`src/rtl/errinj_pkg.sv`:
```
package errinj_pkg;
  localparam int CTRL_W = 5;

  typedef enum logic [1:0] {
    SEL_MATCH = 2'd0,
    SEL_MASK  = 2'd1,
    SEL_CTRL  = 2'd2
  } cfg_sel_e;

  // bit 0 is repeat_en, bit 4 is par_req
  typedef struct packed {
    logic par_req;
    logic ecc_req;
    logic hi_half;
    logic lo_half;
    logic repeat_en;
  } ctrl_t;
endpackage

```
`src/rtl/errinj_cfg.sv`:
```
module errinj_cfg
  import errinj_pkg::*;
#(
  parameter int MATCH_W = 42,
  parameter int CHK_W   = 32
) (
  input  logic               clk_i,
  input  logic               rst_ni,
  input  logic               we_i,
  input  logic [1:0]         sel_i,
  input  logic [MATCH_W-1:0] wdata_i,
  input  logic               fire_i,
  output logic [MATCH_W-1:0] act_match_o,
  output logic [CHK_W-1:0]   act_mask_o,
  output ctrl_t              ctrl_o,
  output logic               armed_o
);
  logic [MATCH_W-1:0] stg_match_q;
  logic [CHK_W-1:0]   stg_mask_q;
  ctrl_t              ctrl_q;
  logic               fired_q;
  ctrl_t              ctrl_new;

  assign ctrl_new = ctrl_t'(wdata_i[CTRL_W-1:0]);

  always_ff @(posedge clk_i or negedge rst_ni) begin
    if (!rst_ni) begin
      stg_match_q <= '0;
      stg_mask_q  <= '0;
      act_match_o <= '0;
      act_mask_o  <= '0;
      ctrl_q      <= '0;
      fired_q     <= 1'b0;
    end else begin
      if (fire_i && !ctrl_q.repeat_en) fired_q <= 1'b1;
      if (we_i) begin
        unique case (cfg_sel_e'(sel_i))
          SEL_MATCH: stg_match_q <= wdata_i;
          SEL_MASK:  stg_mask_q  <= wdata_i[CHK_W-1:0];
          SEL_CTRL: begin
            ctrl_q  <= ctrl_new;
            fired_q <= 1'b0;
            // staged settings become live only on arming
            if (ctrl_new != '0) begin
              act_match_o <= stg_match_q;
              act_mask_o  <= stg_mask_q;
            end
          end
          default: ;
        endcase
      end
    end
  end

  assign ctrl_o  = ctrl_q;
  assign armed_o = (ctrl_q.ecc_req || ctrl_q.par_req) &&
                   (ctrl_q.repeat_en || !fired_q);
endmodule

```
`src/rtl/errinj_match.sv`:
```
module errinj_match #(
  parameter int COL_W  = 14,
  parameter int PAGE_W = 16,
  parameter int BANK_W = 4,
  localparam int PAGE_LSB = COL_W,
  localparam int BANK_LSB = PAGE_LSB + PAGE_W,
  localparam int RD_LSB   = BANK_LSB + BANK_W,
  localparam int FLAG_LSB = RD_LSB + 3,
  localparam int MATCH_W  = FLAG_LSB + 5
) (
  input  logic [MATCH_W-1:0] match_i,
  input  logic               many_dimms_i,
  input  logic [1:0]         dimm_i,
  input  logic [1:0]         rank_i,
  input  logic [BANK_W-1:0]  bank_i,
  input  logic [PAGE_W-1:0]  page_i,
  input  logic [COL_W-1:0]   col_i,
  output logic               hit_o
);
  logic [2:0] rd;
  logic [1:0] want_dimm, want_rank;
  logic [4:0] any_f;   // col, page, bank, rank, dimm
  logic [4:0] eq_f;

  assign rd    = match_i[RD_LSB +: 3];
  assign any_f = match_i[FLAG_LSB +: 5];

  always_comb begin
    if (many_dimms_i) begin
      want_dimm = rd[2:1];
      want_rank = {1'b0, rd[0]};
    end else begin
      want_dimm = {1'b0, rd[2]};
      want_rank = rd[1:0];
    end
  end

  assign eq_f[0] = col_i  == match_i[0 +: COL_W];
  assign eq_f[1] = page_i == match_i[PAGE_LSB +: PAGE_W];
  assign eq_f[2] = bank_i == match_i[BANK_LSB +: BANK_W];
  assign eq_f[3] = rank_i == want_rank;
  assign eq_f[4] = dimm_i == want_dimm;

  assign hit_o = &(eq_f | any_f);
endmodule

```
`src/rtl/errinj_corrupt.sv`:
```
module errinj_corrupt
  import errinj_pkg::*;
#(
  parameter int CHK_W  = 32,
  parameter int PAIR_W = 16,
  localparam int HALF_W = CHK_W / 2,
  localparam int N_PAIR = CHK_W / PAIR_W
) (
  input  ctrl_t            ctrl_i,
  input  logic [CHK_W-1:0] mask_i,
  output logic [CHK_W-1:0] flip_o,
  output logic             uncorr_o
);
  logic [1:0]        half_en;
  logic [N_PAIR-1:0] pair_hit;

  assign half_en = {ctrl_i.hi_half, ctrl_i.lo_half};

  for (genvar h = 0; h < 2; h++) begin : g_half
    assign flip_o[h*HALF_W +: HALF_W] =
      (ctrl_i.ecc_req && half_en[h]) ? mask_i[h*HALF_W +: HALF_W] : '0;
  end

  for (genvar p = 0; p < N_PAIR; p++) begin : g_pair
    assign pair_hit[p] = |flip_o[p*PAIR_W +: PAIR_W];
  end

  // more than one symbol pair touched -> uncorrectable
  assign uncorr_o = $countones(pair_hit) > 1;
endmodule

```
`src/rtl/mem_wr_err_inject.sv`:
```
module mem_wr_err_inject
  import errinj_pkg::*;
#(
  parameter int COL_W      = 14,
  parameter int PAGE_W     = 16,
  parameter int BANK_W     = 4,
  parameter int LINE_BYTES = 64,
  parameter int CHK_W      = 32,
  localparam int DATA_W  = LINE_BYTES * 8,
  localparam int MATCH_W = COL_W + PAGE_W + BANK_W + 3 + 5
) (
  input  logic               clk_i,
  input  logic               rst_ni,
  input  logic               cfg_we_i,
  input  logic [1:0]         cfg_sel_i,
  input  logic [MATCH_W-1:0] cfg_wdata_i,
  input  logic               many_dimms_i,
  input  logic               req_valid_i,
  input  logic               req_write_i,
  input  logic [1:0]         req_dimm_i,
  input  logic [1:0]         req_rank_i,
  input  logic [BANK_W-1:0]  req_bank_i,
  input  logic [PAGE_W-1:0]  req_page_i,
  input  logic [COL_W-1:0]   req_col_i,
  input  logic [DATA_W-1:0]  req_data_i,
  input  logic [CHK_W-1:0]   req_chk_i,
  input  logic               req_par_i,
  output logic               out_valid_o,
  output logic               out_write_o,
  output logic [1:0]         out_dimm_o,
  output logic [1:0]         out_rank_o,
  output logic [BANK_W-1:0]  out_bank_o,
  output logic [PAGE_W-1:0]  out_page_o,
  output logic [COL_W-1:0]   out_col_o,
  output logic [DATA_W-1:0]  out_data_o,
  output logic [CHK_W-1:0]   out_chk_o,
  output logic               out_par_o,
  output logic               inj_o,
  output logic               inj_uncorr_o
);
  logic [MATCH_W-1:0] act_match;
  logic [CHK_W-1:0]   act_mask;
  ctrl_t              ctrl;
  logic               armed;
  logic               hit;
  logic               fire;
  logic [CHK_W-1:0]   flip;
  logic               uncorr;

  errinj_cfg #(.MATCH_W(MATCH_W), .CHK_W(CHK_W)) u_cfg (
    .clk_i, .rst_ni,
    .we_i        (cfg_we_i),
    .sel_i       (cfg_sel_i),
    .wdata_i     (cfg_wdata_i),
    .fire_i      (fire),
    .act_match_o (act_match),
    .act_mask_o  (act_mask),
    .ctrl_o      (ctrl),
    .armed_o     (armed)
  );

  errinj_match #(.COL_W(COL_W), .PAGE_W(PAGE_W), .BANK_W(BANK_W)) u_match (
    .match_i      (act_match),
    .many_dimms_i (many_dimms_i),
    .dimm_i       (req_dimm_i),
    .rank_i       (req_rank_i),
    .bank_i       (req_bank_i),
    .page_i       (req_page_i),
    .col_i        (req_col_i),
    .hit_o        (hit)
  );

  errinj_corrupt #(.CHK_W(CHK_W)) u_corrupt (
    .ctrl_i   (ctrl),
    .mask_i   (act_mask),
    .flip_o   (flip),
    .uncorr_o (uncorr)
  );

  assign fire = req_valid_i && req_write_i && hit && armed;

  always_ff @(posedge clk_i or negedge rst_ni) begin
    if (!rst_ni) begin
      out_valid_o  <= 1'b0;
      out_write_o  <= 1'b0;
      out_dimm_o   <= '0;
      out_rank_o   <= '0;
      out_bank_o   <= '0;
      out_page_o   <= '0;
      out_col_o    <= '0;
      out_data_o   <= '0;
      out_chk_o    <= '0;
      out_par_o    <= 1'b0;
      inj_o        <= 1'b0;
      inj_uncorr_o <= 1'b0;
    end else begin
      out_valid_o  <= req_valid_i;
      inj_o        <= fire;
      inj_uncorr_o <= fire && uncorr;
      if (req_valid_i) begin
        out_write_o <= req_write_i;
        out_dimm_o  <= req_dimm_i;
        out_rank_o  <= req_rank_i;
        out_bank_o  <= req_bank_i;
        out_page_o  <= req_page_i;
        out_col_o   <= req_col_i;
        out_data_o  <= req_data_i;
        out_chk_o   <= fire ? (req_chk_i ^ flip) : req_chk_i;
        out_par_o   <= req_par_i ^ (fire && ctrl.par_req);
      end
    end
  end
endmodule

```
`config.mk`:
```
export PLATFORM = sky130hd
export DESIGN_NAME = mem_wr_err_inject
export DESIGN_NICKNAME = d
export VERILOG_FILES = /design/src/rtl/errinj_pkg.sv /design/src/rtl/errinj_cfg.sv /design/src/rtl/errinj_match.sv /design/src/rtl/errinj_corrupt.sv /design/src/rtl/mem_wr_err_inject.sv
export SDC_FILE = /design/constraint.sdc
export NUM_CORES = 1
export LEC_CHECK = 0
export ABC_AREA = 1
export BUFFER_PORTS_ARGS = -buffer_cell sky130_fd_sc_hd__buf_2
export CORE_AREA = 10 10 473 475
export DETAILED_ROUTE_END_ITERATION = 12
export DIE_AREA = 0 0 483 485
export SLEW_MARGIN = 15
export SYNTH_ARGS = -nofsm -noshare
export SYNTH_HDL_FRONTEND = slang
export SYNTH_HIERARCHICAL = 1
export SYNTH_SLANG_ARGS = --single-unit
```
`constraint.sdc`:
```
create_clock -name clk_i -period 3.18 [get_ports clk_i]
set_input_delay 0.159 -clock clk_i [delete_from_list [all_inputs] [get_ports clk_i]]
set_output_delay 0.159 -clock clk_i [all_outputs]
set_load 0.01 [all_outputs]
```
==> flow_summary.ini, run 1 <==
[timing]
min_period_over_period_pct = 77.9
slew_headroom_pct = 40.4
setup_viol = 0
hold_viol = 0
rsz0062_at_grt = false
fin_crit_ns = 2.48
fin_skew_ns = 0.0375
setup_tns_ns = 0
fmax_ghz = 0.403
slew_violations = 0
worst_pin_slew_ns = 0.895

[setup_path]
r2r_setup_slack_ns = 0.70
r2r_cells = 16
crit_path_max_fanout = 33
crit_type = reg2reg
reg2reg_to = out_chk_o[9]
cp-end-kind = flop
cp-start-kind = flop
rr_startpoint = u_cfg/act_match_o[30]
worstPathRequired_ns = 3.77
arrival_ns = 3.07

[global_route]
grt_usage_pct = 15.9
overflow = 0
grt_antenna_before_repair = 179
grt_pass1_wl_mm = 266
grt_max_degree = 131
first_global_vias = 32533

[layout]
fin_nets = 6143
finalNonFillerCells = 8494
layout_commonest_cell = nand2_1
most-common-layout-cells = 2264 x nand2_1, 1217 x buf_2, 741 x dfrtp_1
seqCellArea_um2 = 18500
drive_above_1_share_pct = 26.1
multiInputGateArea_um2 = 9910
area_growth_pct = 65.0
nFillCells = 23555

[route]
remaining_drc_errors = 0
wl_per_cell_um = 22.9
ant_nets = 0
num_vias = 32225
drt-initial-drc-count = 2135
wirelength_mm = 194
drt_first_pass_iters = 5
viasPerCell = 3.79

[worst_hold_path]
holdCritPathClass = in2async

[clock_network]
cts_buffer_depth = 3
clock_sinks = 741
clock_latency_ns = 0.73
cts_tree = done
cts_buffers = 92
clkTransAtPathRegs_ns = 0.06
ctsRootBufferMaster = clkbuf_16
h-tree-depth = 3
cts_resized = 0

[place]
routabilityCongestion = 0.937
portBuffers = 1219
dpl.hpwl_mm = 162
dp_cells = 7588

[power_and_ir_drop]
power_density_nw_per_um2 = 546
power_leakage_nw = 26.6
ir_drop_mv = 0.371

[yosys]
synthTopCellsByArea = dfrtp_1 62%, nand2_1 28%, inv_1 2.3%, nand3_1 1.5%, buf_2 1.4%
synth_cells = 3646
yosys_warnings = 6
yosys_register_bits = 741
synth_nets = 4279
synth_cell_types = 25
synth_area_per_cell_um2 = 8.24
synth.top_cell.area_share_pct = 61.7
syn_area_um2 = 30000
seq_area_frac_synth_pct = 61.7
synth_top_area_cell = dfrtp_1

[floorplan]
core_area_um2 = 214000
die_area_um2 = 234000
rows = 170
start_util_pct = 14.0
pin_count = 1220
die_x_um = 483
die_h_um = 485

[outcome]
status = finished, final reports clean

[job]
cap_violations = 0
## metal layers
metal	share of wire, %	vias to the layer above	track usage, %
li1	-	14796	-
met1	43	15528	20.4
met2	44	1510	25.0
met3	11	297	6.48
met4	2.2	94	3.38
met5	0.31	-	0
## kinds of logic after synthesis
kind of cell | count (synthesis) | synth area share [%]
xor gates and xnor gates | 15 | 0.437
and+or+nand+nor | 2426 | 30.8
AOI/OAI and AO/OA | 93 | 1.61
buffers and inverters | 371 | 5.41
DFF | 741 | 61.7
## Yosys cell counts
library cell,number
clkbuf_1,57
xnor2_1,14
nand3b_1,1
nor2_8,1
o21bai_1,1
buf_4,12
buf_6,11
xor2_1,1
or2_2,2
nand2_2,3
a22oi_1,1
nand3_2,1
buf_1,15
nand2_1,2265
o21a_1,2
a21oi_1,10
nor2_2,2
inv_1,188
a21oi_2,2
nor2_1,59
o21ai_0,77
dfrtp_1,741
buf_2,85
nand3_1,92
inv_2,3
## sequential cells by signal, indices dropped and copies added (netlist names)
| signal | count |
|---|---|
| out_data_o | 512 |
| out_chk_o | 32 |
| u_cfg/act_match_o | 42 |
| u_cfg/ctrl_o | 5 |
| inj_uncorr_o | 1 |
| out_rank_o | 2 |
| inj_o | 1 |
| out_valid_o | 1 |
| out_dimm_o | 2 |
| out_par_o | 1 |
| u_cfg/stg_match_q | 42 |
| u_cfg/stg_mask_q | 32 |
| u_cfg/act_mask_o | 32 |
| out_page_o | 16 |
| out_write_o | 1 |
| out_bank_o | 4 |
| u_cfg/fired_q | 1 |
| out_col_o | 14 |
## worst max path at each step
stage / startpoint / to / slack [ns] / cells past startpoint
after floorplan: u_cfg/act_match_o[24] / u_cfg/fired_q / 1.40 / 13
after global placement: u_cfg/act_match_o[30] / out_chk_o[4] / 0.71 / 16
after detailed placement: u_cfg/act_match_o[30] / out_chk_o[10] / 0.70 / 16
after CTS: u_cfg/act_match_o[30] / out_chk_o[24] / 0.68 / 16
after global routing: u_cfg/act_match_o[30] / out_chk_o[11] / 0.43 / 16
final: u_cfg/act_match_o[30] / out_chk_o[9] / 0.70 / 16
## power breakdown
part	internal [W]	switching [W]
combinational	0.00196	0.00308
sequential	0.0105	0.000617
clock	0.00641	0.00456
## timing repair
item / CTS / global route
setup buffers: 0 / 0
endpoints found under the setup margin: 0 / 0
hold buffers: 666 / 0
endpoints found under the hold margin: 1098 / 0
## stage by stage
stage          utilization (%)  instance area (um^2)  total power (W)  hold WS, ns  setup WS [ns]
2_1_floorplan                -                 30000           0.0129       -0.137           1.40
3_3_place_gp              18.5                 39600           0.0155        0.251          0.709
3_5_place_dp              18.5                 39600           0.0156        0.257          0.704
4_1_cts                   23.1                 49400           0.0276      0.00218          0.679
5_1_grt                   23.1                 49500           0.0285       0.0497          0.433
6_report                  23.2                 49600           0.0271       0.0847          0.702
## critical path, cell delays in order, from the launching register on
cell and delay [ns]:
dfrtp_1 0.40, nor2_1 0.13, nor2_1 0.06, nor2_1 0.08, nand2_1 0.07, nand2_1 0.06, nand2_1 0.07, nor2_1 0.38
nand2_1 0.12, nor2_2 0.09, nand2_1 0.13, nor2_8 0.13, inv_2 0.27, nand2_1 0.14, nand2_1 0.06, nand2_1 0.05
nand2_1 0.07
## layout make-up
class,count,area share (%)
clock buffers,118,5.19
well taps,2838,7.16
diodes,75,0.379
clock inverters,47,1.17
inverters,191,1.46
repair buffers,1950,27.2
flip-flops and latches,741,37.4
multi-input cells,2534,20.0
Note: power is estimated with default switching activity, not from simulation.
==> run 2: changes to the inputs <==
- clock period: 3.18 -> 2.47 ns (I/O delays scaled with it)
==> run 2 against run 1 <==
Compared with the run above:
- register-to-register slack worse by 0.40 ns
- via count grew 0.10%
- sequential power grew 28%
- power rose by 30%
- global-route usage about the same
- count of clock-buffer cells in the layout up 9
- largest power group is now the clock network
==> flow_summary.ini, run 2 (synthesized netlist as in run 1, its figures left out) <==
[outcome]
status = finished, final reports clean

[setup_path]
crit_path_max_fanout = 25
timing.critical_path.mode_cell = nand2_1
worstPathRequired_ns = 3.06
crit_path_top_delay_cell = dfrtp_1
max_stage_delay_ns = 0.40
rr_startpoint = u_cfg/act_match_o[11]
path_buf_inv = 2
critPathTopFamily = simple AND/OR/NAND/NOR gates
cp-start-kind = flop
crit_start = u_cfg/act_match_o[11]
crit_type = reg2reg
cp-end-kind = flop
path_depth = 15
cp_cell_sequence = xnor2_1 -> nand3_1 -> nor2_1 -> nand2_1 -> nand2_1 -> nand2_1 -> nor2_2 -> nand2_1 -> nor2_8 -> inv_2 -> buf_12 -> nand2_1 -> nand2_1 -> nand2_1 -> nand2_1
arrival_ns = 2.76
r2r_cells = 15

[place]
routabilityCongestion = 0.949
dpl.hpwl_mm = 161
portBuffers = 1219
dp_cells = 7596

[timing]
hold_viol = 0
slew_violations = 0
worst_pin_slew_ns = 0.794
fmax_ghz = 0.462
rsz0062_at_grt = false
fin_crit_ns = 2.17
setup_viol = 0
fin_skew_ns = 0.0358
slew_headroom_pct = 47.1
setup_tns_ns = 0
min_period_over_period_pct = 87.7

[layout]
drive_above_1_share_pct = 26.3
multiInputGateArea_um2 = 9910
layout_commonest_cell = nand2_1
seqCellArea_um2 = 18500
regMostFlops = out_data_o
finalNonFillerCells = 8543
most-common-layout-cells = 2264 x nand2_1, 1217 x buf_2, 741 x dfrtp_1
area_growth_pct = 66.2
nFillCells = 23477
largest_reg_flops = 512
fin_nets = 6160
reg.largest.list = out_data_o x512, u_cfg/act_match_o x42, u_cfg/stg_match_q x42

[route]
wirelength_mm = 195
drt_first_pass_iters = 5
wl_per_cell_um = 22.8
remaining_drc_errors = 0
ant_nets = 0
drt-initial-drc-count = 2489
viasPerCell = 3.78
num_vias = 32258

[floorplan]
pin_count = 1220
start_util_pct = 14.0
die_h_um = 485
core_area_um2 = 214000
rows = 170
die_x_um = 483
die_area_um2 = 234000

[worst_hold_path]
hold_start = req_valid_i
holdCritPathClass = in2reg
hold_depth = 4

[clock_network]
cts_resized = 0
clock_latency_ns = 0.74
cts_tree = done
cts_buffers = 94
cts_buffer_depth = 3
clock_sinks = 741
ctsRootBufferMaster = clkbuf_16
clkTransAtPathRegs_ns = 0.06
h-tree-depth = 3

[global_route]
grt_max_degree = 143
grt_antenna_before_repair = 193
grt_pass1_wl_mm = 266
grt_usage_pct = 15.9
overflow = 0
first_global_vias = 32245

[power_and_ir_drop]
ir_drop_mv = 0.486
power_density_nw_per_um2 = 706
power_leakage_nw = 26.7

[job]
cap_violations = 0
run 2: changes by cell type in the layout (fill, tap and decap cells not counted), moves of 2 or more:
cell	delta
clkinv_4	-5
clkbuf_1	-2
buf_12	+3
diode_2	+25
dlygate4sd3_1	+7
clkinv_8	+2
inv_6	+2
inv_16	+2
clkbuf_8	+12
buf_4	+5
run 2: layout make-up:
type / instances / share of cell area (%)
diodes: 100 / 0.501
clock buffers: 127 / 5.42
clock inverters: 47 / 1.15
inverters: 191 / 1.45
multi-input cells: 2534 / 19.9
flip-flops and latches: 741 / 37.1
well taps: 2838 / 7.11
repair buffers: 1965 / 27.4
run 2: final timing paths:
kind,endpoint,slack [ns]
worst min register to register,out_data_o[88],0.46
worst max register to register,out_chk_o[3],0.30
max in group asynchronous,u_cfg/ctrl_o[0],1.24
min in group asynchronous,inj_uncorr_o,0.24
worst max-delay path,out_chk_o[3],0.30
worst min-delay path,out_data_o[392],0.07
run 2: report_power, final:
part           internal, W  total (W)  switching (W)
clock              0.00851     0.0145        0.00599
combinational      0.00254    0.00649        0.00396
sequential          0.0135     0.0142       0.000785
run 2: stage by stage:
stage                     hold slack [ns]  instance area, um^2  power, W  util [%]  setup WS [ns]
after floorplan                    -0.172                30000    0.0166         -          0.686
after global placement             0.0765                39700    0.0199      18.5          0.378
after detailed placement           0.0806                39700    0.0200      18.5          0.352
after CTS                        0.000484                49700    0.0359      23.2          0.304
after global routing               0.0289                49800    0.0370      23.3         0.0983
final                              0.0705                49900    0.0352      23.3          0.304
run 2: worst register-to-register path: stages (launching register included):
cell and delay [ns]:
dfrtp_1 0.40, xnor2_1 0.18, nand3_1 0.13, nor2_1 0.16, nand2_1 0.17, nand2_1 0.10, nand2_1 0.06, nor2_2 0.07
nand2_1 0.13, nor2_8 0.15, inv_2 0.07, buf_12 0.16, nand2_1 0.10, nand2_1 0.04, nand2_1 0.05, nand2_1 0.08
run 2: timing repair:
item,in CTS,in global routing
hold buffers,673,0
endpoints found under the hold margin,1390,0
buffers inserted,0,0
setup endpoints to repair,0,0
run 2: per-layer routing:
layer	wire (um)	track usage, %	up-vias
li1	-	-	14878
met1	83400	20.3	15437
met2	85900	24.9	1544
met3	19900	6.71	309
met4	4770	3.60	90
met5	565	0	-
